`config.mk`:
```
export PLATFORM = sky130hd
export DESIGN_NAME = alu_flag_unit
export DESIGN_NICKNAME = d
export VERILOG_FILES = /design/src/rtl/alu_flag_pkg.sv /design/src/rtl/alu_arith.sv /design/src/rtl/alu_bitops.sv /design/src/rtl/alu_decadj.sv /design/src/rtl/alu_flag_unit.sv
export SDC_FILE = /design/constraint.sdc
export NUM_CORES = 1
export LEC_CHECK = 0
export ABC_AREA = 1
export BUFFER_PORTS_ARGS = -buffer_cell sky130_fd_sc_hd__buf_2
export CAP_MARGIN = 20
export CORE_MARGIN = 1.5
export CORE_UTILIZATION = 55
export CTS_BUF_LIST = sky130_fd_sc_hd__clkbuf_4
export DETAILED_ROUTE_END_ITERATION = 8
export GPL_TIMING_DRIVEN = 0
export MAX_ROUTING_LAYER = met4
export PLACE_DENSITY = 0.8
export REMOVE_ABC_BUFFERS = 1
export SYNTH_ARGS = -nofsm -noshare
export SYNTH_HDL_FRONTEND = slang
export SYNTH_SLANG_ARGS = --single-unit
```
`constraint.sdc`:
```
create_clock -name clk -period 7.42 [get_ports clk]
set_clock_uncertainty 0.2 [all_clocks]
set_input_delay 0.742 -clock clk [delete_from_list [all_inputs] [get_ports clk]]
set_output_delay 0.742 -clock clk [all_outputs]
set_load 0.005 [all_outputs]
```
`src/rtl/alu_flag_pkg.sv`:
```
// Shared types for the ALU flag unit: operation codes and flag layout.
// Assumes a 5-bit flag vector ordered {V,H,N,Z,C} from bit 4 down to bit 0.
package alu_flag_pkg;

    typedef enum logic [3:0] {
        OP_ADD  = 4'd0,
        OP_ADC  = 4'd1,
        OP_SUB  = 4'd2,
        OP_SBC  = 4'd3,
        OP_AND  = 4'd4,
        OP_OR   = 4'd5,
        OP_XOR  = 4'd6,
        OP_LD8  = 4'd7,
        OP_LD16 = 4'd8,
        OP_SHL  = 4'd9,
        OP_SHR  = 4'd10,
        OP_ROL  = 4'd11,
        OP_ROR  = 4'd12,
        OP_DADJ = 4'd13
    } alu_op_e;

    localparam int FLAG_W = 5;

    typedef struct packed {
        logic v;
        logic h;
        logic n;
        logic z;
        logic c;
    } alu_flags_t;

    // True for defined op codes whose N and Z derive from the 8-bit result.
    function automatic logic is_res8_op(input logic [3:0] code);
        return (code <= 4'd7) || ((code >= 4'd9) && (code <= 4'd13));
    endfunction

endpackage

```
`src/rtl/alu_arith.sv`:
```
// Adder/subtractor producing sum, carry/borrow, half-carry and overflow.
// Assumes DATA_W is even; half-carry is taken from the lower half boundary.
// H output is meaningful only for addition; the caller ignores it otherwise.
module alu_arith #(
    parameter int DATA_W = 8
) (
    input  logic [DATA_W-1:0] a,
    input  logic [DATA_W-1:0] b,
    input  logic              cin,
    input  logic              sub,
    output logic [DATA_W-1:0] sum,
    output logic              c_out,
    output logic              h_out,
    output logic              v_out
);
    localparam int HALF_W = DATA_W / 2;
    localparam int MSB    = DATA_W - 1;

    logic [DATA_W:0] full;
    logic [HALF_W:0] low;

    // Form the wide sum or difference and the lower-half carry.
    always_comb begin
        if (sub) begin
            full = {1'b0, a} - {1'b0, b} - {{DATA_W{1'b0}}, cin};
            low  = '0;
        end else begin
            full = {1'b0, a} + {1'b0, b} + {{DATA_W{1'b0}}, cin};
            low  = {1'b0, a[HALF_W-1:0]} + {1'b0, b[HALF_W-1:0]}
                 + {{HALF_W{1'b0}}, cin};
        end
    end

    assign sum   = full[MSB:0];
    assign c_out = full[DATA_W];
    assign h_out = low[HALF_W];

    // Signed overflow: operand-sign relation depends on add versus subtract.
    always_comb begin
        if (sub)
            v_out = (a[MSB] != b[MSB]) && (full[MSB] != a[MSB]);
        else
            v_out = (a[MSB] == b[MSB]) && (full[MSB] != a[MSB]);
    end

endmodule

```
`src/rtl/alu_bitops.sv`:
```
// Bitwise logic, shifts and rotates with the carry they produce.
// Logic operations pass carry-in through; shifts return the bit shifted out.
module alu_bitops
    import alu_flag_pkg::*;
#(
    parameter int DATA_W = 8
) (
    input  alu_op_e           sel,
    input  logic [DATA_W-1:0] a,
    input  logic [DATA_W-1:0] b,
    input  logic              cin,
    output logic [DATA_W-1:0] res,
    output logic              c_out
);
    localparam int MSB = DATA_W - 1;

    // Select the bit operation and its carry.
    always_comb begin
        res   = a;
        c_out = cin;
        case (sel)
            OP_AND: res = a & b;
            OP_OR:  res = a | b;
            OP_XOR: res = a ^ b;
            OP_SHL: begin res = {a[MSB-1:0], 1'b0}; c_out = a[MSB]; end
            OP_SHR: begin res = {1'b0, a[MSB:1]};   c_out = a[0];   end
            OP_ROL: begin res = {a[MSB-1:0], cin};  c_out = a[MSB]; end
            OP_ROR: begin res = {cin, a[MSB:1]};    c_out = a[0];   end
            default: begin res = a; c_out = cin; end
        endcase
    end

endmodule

```
`src/rtl/alu_decadj.sv`:
```
// Decimal adjust of a binary sum of two packed-BCD bytes (two digits).
// Assumes H and C are the flags left by the preceding addition.
module alu_decadj (
    input  logic [7:0] a,
    input  logic       h_in,
    input  logic       c_in,
    output logic [7:0] res,
    output logic       c_out
);
    logic       lo_fix;
    logic       hi_fix;
    logic [7:0] corr;

    // Decide which digit corrections apply.
    always_comb begin
        lo_fix = h_in || (a[3:0] > 4'd9);
        hi_fix = c_in || (a > 8'h99);
        corr   = {1'b0, hi_fix, hi_fix, 1'b0, 1'b0, lo_fix, lo_fix, 1'b0};
    end

    assign res   = a + corr;
    assign c_out = c_in | hi_fix;

endmodule

```
`src/rtl/alu_flag_unit.sv`:
```
// Top of the ALU flag unit: selects the operation, derives N/Z/V/H/C and
// registers result and flags one cycle after op_valid.
// Assumes the caller feeds back flags_o (or its own flag state) on flags_in.
module alu_flag_unit
    import alu_flag_pkg::*;
#(
    parameter int DATA_W = 8
) (
    input  logic                  clk,
    input  logic                  rst_n,
    input  logic                  op_valid,
    input  logic [3:0]            op_code,
    input  logic [DATA_W-1:0]     opnd_a,
    input  logic [DATA_W-1:0]     opnd_b,
    input  logic [2*DATA_W-1:0]   wide_val,
    input  logic [FLAG_W-1:0]     flags_in,
    output logic [DATA_W-1:0]     result_o,
    output logic [FLAG_W-1:0]     flags_o,
    output logic                  res_valid_o
);
    localparam int MSB  = DATA_W - 1;
    localparam int WMSB = 2 * DATA_W - 1;

    alu_op_e     op_e;
    alu_flags_t  cur_f;
    alu_flags_t  nx_f;
    logic [MSB:0] nx_res;

    logic         is_sub;
    logic         ar_cin;
    logic [MSB:0] ar_sum;
    logic         ar_c, ar_h, ar_v;
    logic [MSB:0] bo_res;
    logic         bo_c;
    logic [MSB:0] da_res;
    logic         da_c;

    logic [MSB:0] res_q;
    alu_flags_t   flags_q;
    logic         valid_q;

    assign op_e  = alu_op_e'(op_code);
    assign cur_f = flags_in;

    // Arithmetic direction and carry-in selection.
    always_comb begin
        is_sub = (op_e == OP_SUB) || (op_e == OP_SBC);
        ar_cin = ((op_e == OP_ADC) || (op_e == OP_SBC)) && cur_f.c;
    end

    alu_arith #(.DATA_W(DATA_W)) u_arith (
        .a(opnd_a), .b(opnd_b), .cin(ar_cin), .sub(is_sub),
        .sum(ar_sum), .c_out(ar_c), .h_out(ar_h), .v_out(ar_v)
    );

    alu_bitops #(.DATA_W(DATA_W)) u_bitops (
        .sel(op_e), .a(opnd_a), .b(opnd_b), .cin(cur_f.c),
        .res(bo_res), .c_out(bo_c)
    );

    generate
        if (DATA_W == 8) begin : g_decadj
            alu_decadj u_decadj (
                .a(opnd_a), .h_in(cur_f.h), .c_in(cur_f.c),
                .res(da_res), .c_out(da_c)
            );
        end else begin : g_no_decadj
            assign da_res = opnd_a;
            assign da_c   = cur_f.c;
        end
    endgenerate

    // Merge per-operation result and flag updates.
    always_comb begin
        nx_res = opnd_a;
        nx_f   = cur_f;
        case (op_e)
            OP_ADD, OP_ADC: begin
                nx_res = ar_sum;
                nx_f.c = ar_c;
                nx_f.h = ar_h;
                nx_f.v = ar_v;
            end
            OP_SUB, OP_SBC: begin
                nx_res = ar_sum;
                nx_f.c = ar_c;
                nx_f.v = ar_v;
            end
            OP_AND, OP_OR, OP_XOR: begin
                nx_res = bo_res;
                nx_f.v = 1'b0;
            end
            OP_LD8: begin
                nx_res = opnd_b;
                nx_f.v = 1'b0;
            end
            OP_LD16: begin
                nx_res = wide_val[MSB:0];
                nx_f.v = 1'b0;
            end
            OP_SHL, OP_SHR, OP_ROL, OP_ROR: begin
                nx_res = bo_res;
                nx_f.c = bo_c;
                nx_f.v = bo_res[MSB] ^ bo_c;
            end
            OP_DADJ: begin
                nx_res = da_res;
                nx_f.c = da_c;
            end
            default: begin
                nx_res = opnd_a;
                nx_f   = cur_f;
            end
        endcase
        if (op_e == OP_LD16) begin
            nx_f.n = wide_val[WMSB];
            nx_f.z = (wide_val == '0);
        end else if (is_res8_op(op_code)) begin
            nx_f.n = nx_res[MSB];
            nx_f.z = (nx_res == '0);
        end
    end

    // Output register with synchronous active-low reset.
    always_ff @(posedge clk) begin
        if (!rst_n) begin
            res_q   <= '0;
            flags_q <= '0;
            valid_q <= 1'b0;
        end else begin
            valid_q <= op_valid;
            if (op_valid) begin
                res_q   <= nx_res;
                flags_q <= nx_f;
            end
        end
    end

    assign result_o    = res_q;
    assign flags_o     = flags_q;
    assign res_valid_o = valid_q;

    // valid follows op_valid by one cycle.
    assert_valid_latency_R10: assert property (@(posedge clk) disable iff (!rst_n)
        op_valid |=> res_valid_o);
    // idle cycle holds outputs.
    assert_idle_hold_R10: assert property (@(posedge clk) disable iff (!rst_n)
        !op_valid |=> (!res_valid_o && $stable(result_o) && $stable(flags_o)));
    // logic ops clear V and keep H and C.
    assert_logic_keeps_hc_R6: assert property (@(posedge clk) disable iff (!rst_n)
        (op_valid && (op_code >= 4'd4) && (op_code <= 4'd6)) |=>
        (!flags_o[4] && flags_o[3] == $past(flags_in[3]) && flags_o[0] == $past(flags_in[0])));
    // decimal adjust never clears carry.
    assert_dadj_keeps_carry_R9: assert property (@(posedge clk) disable iff (!rst_n)
        (op_valid && op_code == 4'd13 && flags_in[0]) |=> flags_o[0]);
    // N and Z agree with the registered 8-bit result.
    assert_nz_match_R5: assert property (@(posedge clk) disable iff (!rst_n)
        (op_valid && is_res8_op(op_code)) |=>
        (flags_o[1] == (result_o == '0) && flags_o[2] == result_o[MSB]));
    // wide load takes Z from all sixteen bits.
    assert_wide_zero_R7: assert property (@(posedge clk) disable iff (!rst_n)
        (op_valid && op_code == 4'd8) |=> (flags_o[1] == ($past(wide_val) == '0)));
    // undefined codes return flags unchanged.
    assert_undef_passthru_R12: assert property (@(posedge clk) disable iff (!rst_n)
        (op_valid && op_code >= 4'd14) |=> (flags_o == $past(flags_in) && result_o == $past(opnd_a)));

endmodule

```
==> impl_metrics.ini <==
[run_status]
status = finished, final reports clean

[final_layout]
diodes = 0
nets = 648
stdcell_area_um2 = 3180
drive_gt1_frac = 0.140
area_growth_pct = 12.5
n_fill_cell = 465
layout_common_cells = 172 x nand2_1, 75 x inv_1, 57 x buf_2
layout_commonest_cell = nand2_1

[detailed_routing]
wl_per_cell_um = 14.8
vias = 3535
via_per_inst = 5.61
drt_wl_total_um = 9330
drtPass1Iterations = 6
route.detailed.drc = 0
ant_nets = 0
initialDrtViolationCount = 395

[sta]
relSlewSlack = 0.431
layout_setup_ws_ns = 3.81
maxSlewViolCount = 0
final.setup.tns_ns = 0
period_minus_slack_ns = 3.61
post-route-period-util = 0.486
rsz0062_at_grt = false
fmax_ghz = 0.277
finalSetupViolCount = 0
hold-worst-slack_ns = 0.272
worst_pin_slew_ns = 0.851
finalHoldViolCount = 0

[synthesis]
netlist_area_um2 = 2830
synthMuxAreaShare = 0
synth_cell_types = 29
async_flop_share = 0
ys_seq_elements = 14
synthAdderAreaFrac = 0.186
synthFlopType = dfxtp_1
seq_area_frac_synth = 0.0991
yosys_warnings = 0
synth-compound-area-share = 0.114
syn_inst = 511
synth_simple_gate_area_frac = 0.470
synth_xor_xnor_area_share = 0.00929
avgSynthCellArea_um2 = 5.54
synth_top_family_by_area = simple AND/OR/NAND/NOR gates
synth_edf_count = 0

[placement]
detailed_place_hpwl_um = 7580
globalplace.congestion = 0.982
pre_cts_ws_ns = 3.57
place_area_um2 = 3160
port_buffers = 57

[critical_path]
cp.required_ns = 7.44
crit_fanout = 5
regToRegSetupSlack_ns = 6.55
path_delay_family = simple AND/OR/NAND/NOR gates
cp_cell_sequence = buf_2 > inv_2 > nand2_2 > nor3_1 > inv_1 > fa_1 > fa_1 > o21ai_0 > o21ai_1 > nor2_1 > nand3_1 > nor2_1 > nand4_1 > nand2_1 > nand2_1 > a21oi_1
path_buf_inv = 3
start_kind = input pin
slowest_delay_ns = 0.46
cp_slowest_cell = fa_1
cp.arrival_ns = 3.63
end_kind = flop
timing_worst_setup_path_type = in -> reg

[grt]
overflow = 0
grtUsageTotal = 0.363
grt_pass1_wl_um = 15100
grt_max_degree = 25
antenna_found_initial = 0
grt_pass1_vias = 3170

[clock_network]
cts_buffer_depth = 2
htreeDepth = 1
cts.repair.resized = 0
clk_latency_ns = 0.28
ctsRootBufferMaster = clkbuf_4
cts_hold_buffers = 0
cts_tree = yes
post_cts_buffers = 0
cts.reportedPaths.clkPinSlew_ns = 0.09
cts.sinks = 14
numCtsBuffers = 3

[power_and_ir_drop]
netSwitchingFraction = 0.478
p_per_area_nw_per_um2 = 102
ir_worst_vdd_uv = 101
switchingPower_mw = 0.155
power.internal_mw = 0.169
combinationalPowerShare = 0.605
p_leak_nw = 1.84
seqPwrFrac = 0.259
p_clk_frac = 0.136

[die]
initial_core_util = 0.583
dieArea_um2 = 5580
die_y_um = 74.7
design.core.area_um2 = 4850
die_w_um = 74.7
design.portCount = 58
fp-row-count = 25

[hold_path]
hold_path.class = reg -> reg

[flow_run]
maxCapViolCount = 0
-- cell usage after synthesis (3+ instances only) --
cell        n  share of area
dfxtp_1    14          0.099
nor2_4      3          0.012
a21oi_1    23          0.041
clkbuf_1    4         0.0053
nand3_1    54          0.096
nand2_1   172           0.23
nand2_2     5          0.011
nor2_1     50          0.066
nand3b_1    5          0.013
nor4_1      4         0.0088
nand4_1    11          0.024
buf_2       3         0.0053
ha_1       34           0.15
nor2_2      3         0.0066
inv_2       7         0.0093
fa_1        5          0.035
o21ai_0    16          0.028
o211ai_1    7          0.019
inv_1      75           0.10
-- logic make-up after synthesis --
family | count (synthesis)
and+or+nand+nor | 309
buffers and inverters | 90
AOI/OAI and AO/OA | 56
adders and majority gates | 39
DFF | 14
xor gates and xnor gates | 3
-- worst paths after layout --
check | cells past startpoint | to | from
worst min-delay path | 2 | flags_o[1]$_SDFFE_PN0P_ | flags_o[1]$_SDFFE_PN0P_
worst max-delay path | 16 | flags_o[1]$_SDFFE_PN0P_ | op_code[3]
worst max register to register | 2 | result_o[6]$_SDFFE_PN0P_ | result_o[6]$_SDFFE_PN0P_
worst min register to register | 2 | flags_o[1]$_SDFFE_PN0P_ | flags_o[1]$_SDFFE_PN0P_
-- state kept, by name, summed over array words and instances (netlist names) --
name         flops
res_valid_o      1
result_o         8
flags_o          5
-- area by class of cell --
class                           count  area (um2)  area share
Multi-Input combinational cell    407        2200       0.692
Tap cell                           67        83.8      0.0263
Inverter                           82         308      0.0967
Clock buffer                        3        22.5     0.00708
Timing Repair Buffer               57         285      0.0896
Sequential cell                    14         280      0.0881
-- power groups by stage --
| stage | registers [mW] | clock network, mW | logic, mW |
|---|---|---|---|
| 2_1_floorplan | 0.0861 | 0 | 0.127 |
| 3_3_place_gp | 0.0852 | 0 | 0.186 |
| 3_5_place_dp | 0.0855 | 0 | 0.191 |
| 4_1_cts | 0.0838 | 0.0433 | 0.192 |
| 5_1_grt | 0.0844 | 0.0473 | 0.223 |
| 6_report | 0.0839 | 0.0441 | 0.196 |
-- per-stage QoR --
stage          cells  total power [mW]  utilization
5_1_grt          630             0.355        0.657
3_3_place_gp     627             0.271        0.652
3_5_place_dp     627             0.276        0.652
2_1_floorplan    503             0.213            -
6_report         630             0.324        0.657
4_1_cts          630             0.319        0.657
-- tightest hold or removal path, stage by stage, from the launching register on --
cell and delay [ns]:
dfxtp_1 0.32, nand2_1 0.06, a21oi_1 0.06
-- per-layer routing --
| metal | global-route usage | wire [um] | up-vias | share of wire |
|---|---|---|---|---|
| met3 | 0.0535 | 824 | 30 | 0.088 |
| met1 | 0.481 | 4010 | 1575 | 0.43 |
| met5 | - | 0 | - | 0 |
| li1 | - | - | 1739 | - |
| met2 | 0.571 | 4160 | 191 | 0.45 |
| met4 | 0.111 | 337 | 0 | 0.036 |
(Power assumes the default switching activity.)
